`src/rtl/mdio_pkg.sv`:
```
package mdio_pkg;

    typedef enum logic [3:0] {
        ST_IDLE,
        ST_PRE,
        ST_START,
        ST_OPCODE,
        ST_PHYAD,
        ST_REGAD,
        ST_WR_TA,
        ST_WR_DATA,
        ST_WR_TAIL,
        ST_RD_TA,
        ST_RD_DATA,
        ST_RD_TAIL,
        ST_FLUSH
    } mdio_state_t;

endpackage

```
`src/rtl/mdio_mdc_div.sv`:
```
module mdio_mdc_div #(
    parameter int HALF_PERIOD = 4
) (
    input  logic clk,
    input  logic rst,
    input  logic run,
    output logic tick
);

    generate
        if (HALF_PERIOD <= 1) begin : g_direct
            // every clock ends a half period
            assign tick = run;
        end else begin : g_count
            localparam int CNT_W = $clog2(HALF_PERIOD);
            localparam logic [CNT_W-1:0] LAST = CNT_W'(HALF_PERIOD - 1);
            logic [CNT_W-1:0] cnt_q;

            assign tick = run && (cnt_q == LAST);

            always_ff @(posedge clk) begin
                if (rst || !run || tick) begin
                    cnt_q <= '0;
                end else begin
                    cnt_q <= cnt_q + 1'b1;
                end
            end
        end
    endgenerate

endmodule

```
`src/rtl/mdio_seq.sv`:
```
module mdio_seq
    import mdio_pkg::*;
#(
    parameter int ADDR_W    = 5,
    parameter int DATA_W    = 16,
    parameter int PRE_LEN   = 32,
    parameter int FLUSH_LEN = 32
) (
    input  logic              clk,
    input  logic              rst,
    input  logic              tick,
    input  logic              start,
    input  logic              is_read,
    input  logic [ADDR_W-1:0] phy_addr,
    input  logic [ADDR_W-1:0] reg_addr,
    input  logic [DATA_W-1:0] wr_data,
    input  logic              mdio_in,
    output logic [DATA_W-1:0] rd_data,
    output logic              busy,
    output logic              done,
    output logic              err,
    output logic              mdc,
    output logic              mdio_out,
    output logic              mdio_oe
);

    localparam int TX_W  = 2 * ADDR_W + 2 + DATA_W;
    localparam int BIT_W = $clog2(PRE_LEN + FLUSH_LEN + DATA_W + 1);
    localparam logic [BIT_W-1:0] ONE = BIT_W'(1);

    mdio_state_t      state_q, state_nx;
    logic [BIT_W-1:0] bit_q, bit_nx;
    logic [BIT_W-1:0] len;
    logic             slot_end;
    logic             last_bit;
    logic             finish;
    logic             rd_q;
    logic [TX_W-1:0]  tx_q;
    logic             nx_val, nx_en, nx_shift;

    // cycles spent in each state
    always_comb begin
        unique case (state_q)
            ST_PRE:     len = BIT_W'(PRE_LEN);
            ST_START:   len = BIT_W'(2);
            ST_OPCODE:  len = BIT_W'(2);
            ST_PHYAD:   len = BIT_W'(ADDR_W);
            ST_REGAD:   len = BIT_W'(ADDR_W);
            ST_WR_TA:   len = BIT_W'(2);
            ST_WR_DATA: len = BIT_W'(DATA_W);
            ST_WR_TAIL: len = BIT_W'(1);
            ST_RD_TA:   len = BIT_W'(1);
            ST_RD_DATA: len = BIT_W'(DATA_W);
            ST_RD_TAIL: len = BIT_W'(2);
            ST_FLUSH:   len = BIT_W'(FLUSH_LEN);
            default:    len = BIT_W'(1);
        endcase
    end

    assign slot_end = tick && mdc;
    assign last_bit = (bit_q == len - ONE);

    // next state and bit position
    always_comb begin
        state_nx = state_q;
        bit_nx   = bit_q;
        finish   = 1'b0;
        if (state_q == ST_IDLE) begin
            if (start) begin
                state_nx = ST_PRE;
                bit_nx   = '0;
            end
        end else if (slot_end) begin
            if (last_bit) begin
                bit_nx = '0;
                unique case (state_q)
                    ST_PRE:     state_nx = ST_START;
                    ST_START:   state_nx = ST_OPCODE;
                    ST_OPCODE:  state_nx = ST_PHYAD;
                    ST_PHYAD:   state_nx = ST_REGAD;
                    ST_REGAD:   state_nx = rd_q ? ST_RD_TA : ST_WR_TA;
                    ST_WR_TA:   state_nx = ST_WR_DATA;
                    ST_WR_DATA: state_nx = ST_WR_TAIL;
                    ST_RD_TA:   state_nx = mdio_in ? ST_FLUSH : ST_RD_DATA;
                    ST_RD_DATA: state_nx = ST_RD_TAIL;
                    ST_WR_TAIL, ST_RD_TAIL, ST_FLUSH: begin
                        state_nx = ST_IDLE;
                        finish   = 1'b1;
                    end
                    default:    state_nx = ST_IDLE;
                endcase
            end else begin
                bit_nx = bit_q + ONE;
            end
        end
    end

    // what the line carries in the slot about to begin
    always_comb begin
        nx_val   = 1'b0;
        nx_en    = 1'b0;
        nx_shift = 1'b0;
        unique case (state_nx)
            ST_PRE: begin
                nx_val = 1'b1;
                nx_en  = 1'b1;
            end
            ST_START: begin
                nx_val = (bit_nx != '0);
                nx_en  = 1'b1;
            end
            ST_OPCODE: begin
                nx_val = rd_q ? (bit_nx == '0) : (bit_nx != '0);
                nx_en  = 1'b1;
            end
            ST_PHYAD, ST_REGAD, ST_WR_TA, ST_WR_DATA: begin
                nx_val   = tx_q[TX_W-1];
                nx_en    = 1'b1;
                nx_shift = 1'b1;
            end
            default: begin
                nx_val = 1'b0;
                nx_en  = 1'b0;
            end
        endcase
    end

    // state register
    always_ff @(posedge clk) begin
        if (rst) begin
            state_q <= ST_IDLE;
            bit_q   <= '0;
        end else begin
            state_q <= state_nx;
            bit_q   <= bit_nx;
        end
    end

    // outputs and captured command
    always_ff @(posedge clk) begin
        if (rst) begin
            mdc      <= 1'b1;
            mdio_out <= 1'b0;
            mdio_oe  <= 1'b0;
            busy     <= 1'b0;
            done     <= 1'b0;
            err      <= 1'b0;
            rd_data  <= '0;
            rd_q     <= 1'b0;
            tx_q     <= '0;
        end else begin
            done <= 1'b0;
            if (state_q == ST_IDLE) begin
                if (start) begin
                    busy     <= 1'b1;
                    err      <= 1'b0;
                    rd_q     <= is_read;
                    tx_q     <= {phy_addr, reg_addr, 2'b10, wr_data};
                    mdc      <= 1'b0;
                    mdio_out <= 1'b1;
                    mdio_oe  <= 1'b1;
                end
            end else if (tick) begin
                if (!mdc) begin
                    mdc <= 1'b1;
                end else begin
                    if (state_q == ST_RD_DATA) begin
                        rd_data <= {rd_data[DATA_W-2:0], mdio_in};
                    end
                    if (finish) begin
                        busy    <= 1'b0;
                        done    <= 1'b1;
                        mdio_oe <= 1'b0;
                        if (state_q == ST_FLUSH) begin
                            err     <= 1'b1;
                            rd_data <= '1;
                        end
                    end else begin
                        mdc      <= 1'b0;
                        mdio_oe  <= nx_en;
                        mdio_out <= nx_val;
                        if (nx_shift) begin
                            tx_q <= {tx_q[TX_W-2:0], 1'b0};
                        end
                    end
                end
            end
        end
    end

endmodule

```
`src/rtl/mdio_frame_master.sv`:
```
module mdio_frame_master #(
    parameter int HALF_PERIOD = 4,
    parameter int ADDR_W      = 5,
    parameter int DATA_W      = 16,
    parameter int PRE_LEN     = 32,
    parameter int FLUSH_LEN   = 32
) (
    input  logic              clk,
    input  logic              rst,
    input  logic              start,
    input  logic              is_read,
    input  logic [ADDR_W-1:0] phy_addr,
    input  logic [ADDR_W-1:0] reg_addr,
    input  logic [DATA_W-1:0] wr_data,
    output logic [DATA_W-1:0] rd_data,
    output logic              busy,
    output logic              done,
    output logic              err,
    output logic              mdc,
    output logic              mdio_out,
    output logic              mdio_oe,
    input  logic              mdio_in
);

    logic tick;

    mdio_mdc_div #(
        .HALF_PERIOD(HALF_PERIOD)
    ) u_div (
        .clk  (clk),
        .rst  (rst),
        .run  (busy),
        .tick (tick)
    );

    mdio_seq #(
        .ADDR_W   (ADDR_W),
        .DATA_W   (DATA_W),
        .PRE_LEN  (PRE_LEN),
        .FLUSH_LEN(FLUSH_LEN)
    ) u_seq (
        .clk      (clk),
        .rst      (rst),
        .tick     (tick),
        .start    (start),
        .is_read  (is_read),
        .phy_addr (phy_addr),
        .reg_addr (reg_addr),
        .wr_data  (wr_data),
        .mdio_in  (mdio_in),
        .rd_data  (rd_data),
        .busy     (busy),
        .done     (done),
        .err      (err),
        .mdc      (mdc),
        .mdio_out (mdio_out),
        .mdio_oe  (mdio_oe)
    );

endmodule

```
`config.mk`:
```
export PLATFORM = sky130hd
export DESIGN_NAME = mdio_frame_master
export DESIGN_NICKNAME = d
export VERILOG_FILES = /design/src/rtl/mdio_pkg.sv /design/src/rtl/mdio_mdc_div.sv /design/src/rtl/mdio_seq.sv /design/src/rtl/mdio_frame_master.sv
export SDC_FILE = /design/constraint.sdc
export NUM_CORES = 1
export LEC_CHECK = 0
export BUFFER_PORTS_ARGS = -buffer_cell sky130_fd_sc_hd__clkbuf_2
export CORE_MARGIN = 2
export CORE_UTILIZATION = 60
export DETAILED_ROUTE_END_ITERATION = 16
export PLACE_DENSITY = 0.85
export SYNTH_ARGS = -nofsm -noshare
export SYNTH_HDL_FRONTEND = slang
export SYNTH_SLANG_ARGS = --single-unit
export TNS_END_PERCENT = 50
```
`constraint.sdc`:
```
create_clock -name clk -period 7.9 [get_ports clk]
set_clock_uncertainty 0.05 [all_clocks]
set_input_delay 1.58 -clock clk [delete_from_list [all_inputs] [get_ports clk]]
set_output_delay 1.58 -clock clk [all_outputs]
set_load 0.01 [all_outputs]
```
## Word-level counts from Yosys, hierarchy flattened

Memories as Yosys holds them, arrays and structs flattened. A register that Yosys moved wholly into a read port is not among the register bits.
Cells that the tools add are included.

- Register bits after elaboration: 64
- ROM bits: 80
- Input port bits: 31
- Output and inout bits: 22
- Logic and storage cells: 119
- Memories kept: 1

Memory list:

| memory | words | width | rd ports | clocked after Yosys merged registers in | wr ports | line | text |
|---|---|---|---|---|---|---|---|
| (no name shown) | 16 | 5 | 1 | 1 | 0 | mdio_seq.sv:43 | `unique case (state_q)` |

- Add/subtract/negate cells: 3
- Equal/unequal tests: 23
- Muxes and demuxes: 52
- Bitwise operators: 3
- Reductions and logical operators: 25

Operator list:

| operator | number |
|---|---|
| $mux 28 | 6 |
| $mux 16 | 3 |
| $pmux 4 s9 | 1 |
| $eq 4x3->1 const B | 8 |
| $mux 1 | 30 |
| $mux 7 | 4 |
| $mux 4 | 6 |
| $eq 4x4->1 const B | 5 |
| $eq 4x2->1 const B | 4 |
| $reduce_and 5->1 | 2 |
| $reduce_bool 2->1 | 5 |
| $eq 4x1->1 const B | 2 |
| $reduce_and 4->1 | 2 |
| $reduce_or 4->1 | 2 |
| $add 7x1->7 const B | 1 |
| $eq 7x7->1 | 1 |
| $logic_not 7->1 | 1 |
| $reduce_bool 7->1 | 1 |
| $reduce_or 7->1 | 1 |
| $sub 7x1->7 const B | 1 |
| $reduce_and 3->1 | 2 |
| $logic_not 4->1 | 1 |
| $ne 2x2->1 const B | 2 |
| $pmux 1 s4 | 1 |
| other kinds (9) | 14 |

## Logic depth before layout (Yosys ltp)

- Depth in word-level cells: 13
- Depth in mapped cells: 13
- Gate-level depth less buffers: 10

## Cells and area by module

A second synthesis with hierarchy kept.

- Cells, all modules: 446
- Area, all modules: 3538.4 µm²

By module, submodules not included:

| module | instances | cells each | area an instance (µm²) | sequential area each (µm²) |
|---|---|---|---|---|
| mdio_seq | 1 | 440 | 3452.1 | 1341.3 |
| mdio_mdc_div | 1 | 6 | 86.3 | 40.0 |

## Worst setup path after synthesis

No wires, ideal clock.

- Kind: in2reg
- Start: input port mdio_in
- End: register u_seq.tx_q[18]
- Library setup time: 0.088 ns
- Arrival: 2.951 ns
- Required time: 7.762 ns
- Setup slack: 4.811 ns
- Stages: 9
- Path buffers: 2
- Cell sequence: nand3b_1 o21ai_0 a32o_1 mux2i_1 o21ai_2 and2_1 buf_6 buf_6 a311oi_2

- Word-level cells in the longest chain between the ends: 10
- Elaborated cells between the ends (all ways): 13
- Classes of those cells: eq/ne: 4; mux: 6; reduce/logical: 3

Ends and longest elaborated chain:

| what | line | text |
|---|---|---|
| start: declaration | mdio_frame_master.sv:22 | `input logic mdio_in` |
| $mux 3 (*) | mdio_seq.sv:84 | `ST_RD_TA: state_nx = mdio_in ? ST_FLUSH : ST_RD_DATA;` |
| $pmux 4 s9 (*) | mdio_seq.sv:76 | `unique case (state_q)` |
| $mux 4 (*) | mdio_seq.sv:74 | `if (last_bit) begin` |
| $mux 4 (*) | mdio_seq.sv:73 | `end else if (slot_end) begin` |
| $mux 4 (*) | mdio_seq.sv:68 | `if (state_q == ST_IDLE) begin` |
| $eq 4x3->1 | mdio_seq.sv:103 | `unique case (state_nx)` |
| $reduce_or 4->1 (*) | -- |  |
| $mux 1 (*) | mdio_seq.sv:103 |  |
| $reduce_bool 2->1 (no line) (*) | -- |  |
| $reduce_and 5->1 (no line) (*) | -- |  |
| end signal: assignment | mdio_seq.sv:158 | `tx_q <= {phy_addr, reg_addr, 2'b10, wr_data};` |
| end signal: assignment | mdio_seq.sv:183 | `tx_q <= {tx_q[TX_W-2:0], 1'b0};` |
| end: declaration | mdio_seq.sv:38 | `logic [TX_W-1:0] tx_q;` |

Every way passes the cells marked *; elsewhere a longest branch is shown, timed or not.
A chain may end at the register's enable or synchronous reset.

## Worst setup path in the final report

- Start: register u_seq.len[0] (netlist name)
- End: register u_seq.tx_q[6]

- Word-level cells in the longest chain between the ends: 10
- Elaborated cells between the ends (all ways): 17
- Classes of those cells: add/sub: 1; eq/ne: 6; mux: 7; reduce/logical: 3

Ends and longest elaborated chain:

| what | line | text |
|---|---|---|
| $sub 7x1->7 (*) | mdio_seq.sv:61 | `assign last_bit = (bit_q == len - ONE);` |
| $eq 7x7->1 (*) | mdio_seq.sv:61 |  |
| $mux 4 | mdio_seq.sv:74 |  |
| $mux 4 | mdio_seq.sv:73 |  |
| $mux 4 | mdio_seq.sv:68 |  |
| $eq 4x3->1 | mdio_seq.sv:103 |  |
| $reduce_or 4->1 | -- |  |
| $mux 1 | mdio_seq.sv:103 |  |
| $reduce_bool 2->1 (no line) | -- |  |
| $reduce_and 5->1 (no line) (*) | -- |  |

Marks and branches as above.

==> metrics.csv <==
metric,value,unit
CTS root buf,clkbuf_8,
slowest cell delay on critical path,910,ps
initial core utilization,62.2,%
area growth from synthesis to final layout,12.2,%
initial antenna violation count,0,
Leak,1.73,nW
clk slew on worst S/H paths,70,ps
final hold violation count,0,
clock network fraction of design power,42.2,%
GRT overflow,0,
Required @ worst endpoint,8050,ps
WHS Path Cells,1,
pwr dens,204,mW/mm^2
most frequent cells in the layout,"dfxtp_1 (69), nand2_1 (67), clkbuf_2 (52)",
CTS hold repair buffers,0,
status,"complete, no violations",
ANT cells,0,
number of buffers created by CTS,9,
WP depth,11,
Tmin final,4830,ps
WHS Endpoint,u_div.g_count.cnt_q[0],
vias per cell,6.23,
final RePlAce weighted congestion,0.998,
I/O Buffers,52,
fin crit share,61.2,%
drt first pass iters,5,
top cell type by total area after synthesis,dfxtp_1,
Die Y,82.6,um
top-area cell type share of the netlist area,37.3,%
number of flops mapped to enable cells by yosys,0,
Total GRT Usage,25.6,%
row count,28,
Worst setup SP type,flip-flop,
setup violators final,0,
core area,0.00596,mm^2
async set-reset flop share out of synthesis,0,%
critical path type,flip-flop to flip-flop,
Layout Cells excl Fill,535,
mapped cell area,0.00370,mm^2
via count,3331,
Max IR drop VDD,124,uV
Fillers,476,
HP Start,u_div.g_count.cnt_q[0],
Gate power share,13.1,%
Netlist cell types,63,
"Primary FF master, synth",dfxtp_1,
Crit-path slowest cell,o21ai_2,
Most Frequent Cell on Critical Path,ha_1,
H-Tree Depth,3,
Crit. End Element,flip-flop,
largest net degree at the start of global routing,65,
total wire length,8.56,mm
Post-CTS Setup Inserts,0,
"leading cell type in the layout, fill and taps excluded",dfxtp_1,
Worst-Skew Late Latency,350,ps
max_cap viols,0,
CP top delay family,simple AND/OR/NAND/NOR gates,
syn_nets,460,
die area,0.00682,mm^2
upper clock frequency limit,207,MHz
die width,82.6,um
crit path cell chain,"inv_1, ha_1, ha_1, xor2_1, nand4_4, nor4_2, mux2i_1, o21ai_2, and2_1, buf_4, a311oi_2",
drt wl/cell,16.0,um
post_cts resized,0,
"setup slack, reg-to-reg",3070,ps
Net Sw Power,0.000220,W
Synth area leaders,"dfxtp_1 (37%), a311oi_2 (7.3%), nand2_1 (6.8%)",
reg2reg start,u_seq.len[0],
Slew @ Worst Pin,1010,ps
"Arr. time, crit path",4980,ps
Post-Syn Instances,425,
Yosys warning total,0,
DR iter-0 viols,353,
share of layout cells above drive strength 1,22.4,%
worst path bufs/invs,2,
power share of the sequential group,44.7,%
Overall Power,0.000847,W
HP Class,flip-flop to flip-flop,
IO Pins,53,
DR DRC count,0,
Internal Power,0.000627,W
Post-DP HPWL,5.66,mm
RSZ-0062 raised after global routing,false,
placed cells,519,
Max Slew Vio Count,0,
Fin Setup TNS,0,ps
clk buf depth,2,
Switching Fraction,26.0,%
vias in the first global route,2917,
"Net count, final",490,
sequential area share after synthesis,37.3,%
first-pass GRT wire length,13.5,mm
DRT antenna net count,0,
depth of the worst register-to-register path,11,
CP Max Fanout,28,
Slew Limit Headroom,32.7,%
R2R Path End,u_seq.tx_q[6],
CTS tree,yes,
Synth Register Bits,69,
post-synthesis average cell area,8.71,um^2
clock sinks,69,
==> layer usage <==
layer	global-route usage, %	vias to the layer above	share of wire, %
met4	9.51	0	1.5
met5	0	-	0
met3	6.20	14	6.0
met1	33.7	1571	44
met2	40.8	112	48
li1	-	1634	-
==> per-stage QoR <==
stage | hold WS [ps] | worst slack (ps) | area [um^2] | utilization (%)
2_1_floorplan | 355 | 4810 | 3700 | -
3_3_place_gp | 365 | 3260 | 3910 | 65.6
3_5_place_dp | 372 | 3140 | 3910 | 65.6
4_1_cts | 382 | 3100 | 4160 | 69.8
5_1_grt | 402 | 2700 | 4160 | 69.8
6_report | 380 | 3070 | 4160 | 69.8
==> state kept, by name (all words and copies together), names as in the netlist, 2 cells and up <==
register             flops
u_seq.tx_q              28
u_seq.rd_data           16
u_seq.bit_q              7
u_seq.len                5
u_seq.state_q            4
u_div.g_count.cnt_q      2
==> cell families after synthesis <==
group | synth area share, %
AND/OR/NAND/NOR | 19.9
AO/OA/AOI/OAI | 27.3
flip-flops | 37.3
buffers and inverters | 6.08
multiplexers | 5.14
XOR/XNOR | 2.94
adder cells (fa/ha/maj) | 1.35
==> synthesized netlist by cell type (4+ instances only) <==
cell      number
dfxtp_1       69
nand2_1       67
a21oi_1       40
nor2_1        24
clkbuf_1      21
mux2i_1       19
a311oi_2      18
o21ai_0       18
inv_1         10
o21ai_1       10
a311oi_1       9
buf_2          8
nand3_1        8
a21o_1         5
nand4_1        5
nor3_1         5
nor3b_1        5
buf_6          4
ha_1           4
or4_1          4
xnor2_1        4
xor2_1         4
==> layout make-up <==
type                    instances  area, um^2  area share, %
inverters                      10        37.5          0.903
clock inverters                 5         106           2.56
flip-flops and latches         69        1380           33.2
well taps                      75        93.8           2.26
multi-input cells             309        2110           50.7
repair buffers                 56         290           6.98
clock buffers                  11         141           3.40
==> power groups by stage <==
| stage | clock [W] | combinational (W) | sequential, W |
|---|---|---|---|
| 6_report | 0.000357 | 0.000111 | 0.000379 |
| 5_1_grt | 0.000379 | 0.000122 | 0.000381 |
| 4_1_cts | 0.000360 | 0.000110 | 0.000379 |
| 3_5_place_dp | 0 | 0.000109 | 0.000386 |
| 3_3_place_gp | 0 | 0.000107 | 0.000386 |
| 2_1_floorplan | 0 | 0.0000868 | 0.000383 |
==> worst max-delay path by stage <==
stage                 startpoint             end  slack, ps
floorplan                mdio_in  u_seq.tx_q[18]       4810
global placement    u_seq.len[0]   u_seq.tx_q[3]       3260
finish              u_seq.len[0]   u_seq.tx_q[6]       3070
global route        u_seq.len[0]   u_seq.tx_q[2]       2700
CTS                 u_seq.len[0]   u_seq.tx_q[1]       3100
detailed placement  u_seq.len[0]   u_seq.tx_q[3]       3140
==> worst reg2reg max path, cell delays in order (launching register included) <==
cell and delay [ps]:
dfxtp_1 420, inv_1 70, ha_1 210, ha_1 310, xor2_1 220, nand4_4 150
nor4_2 850, mux2i_1 490, o21ai_2 910, and2_1 510, buf_4 350, a311oi_2 140
(Power assumes the default switching activity.)
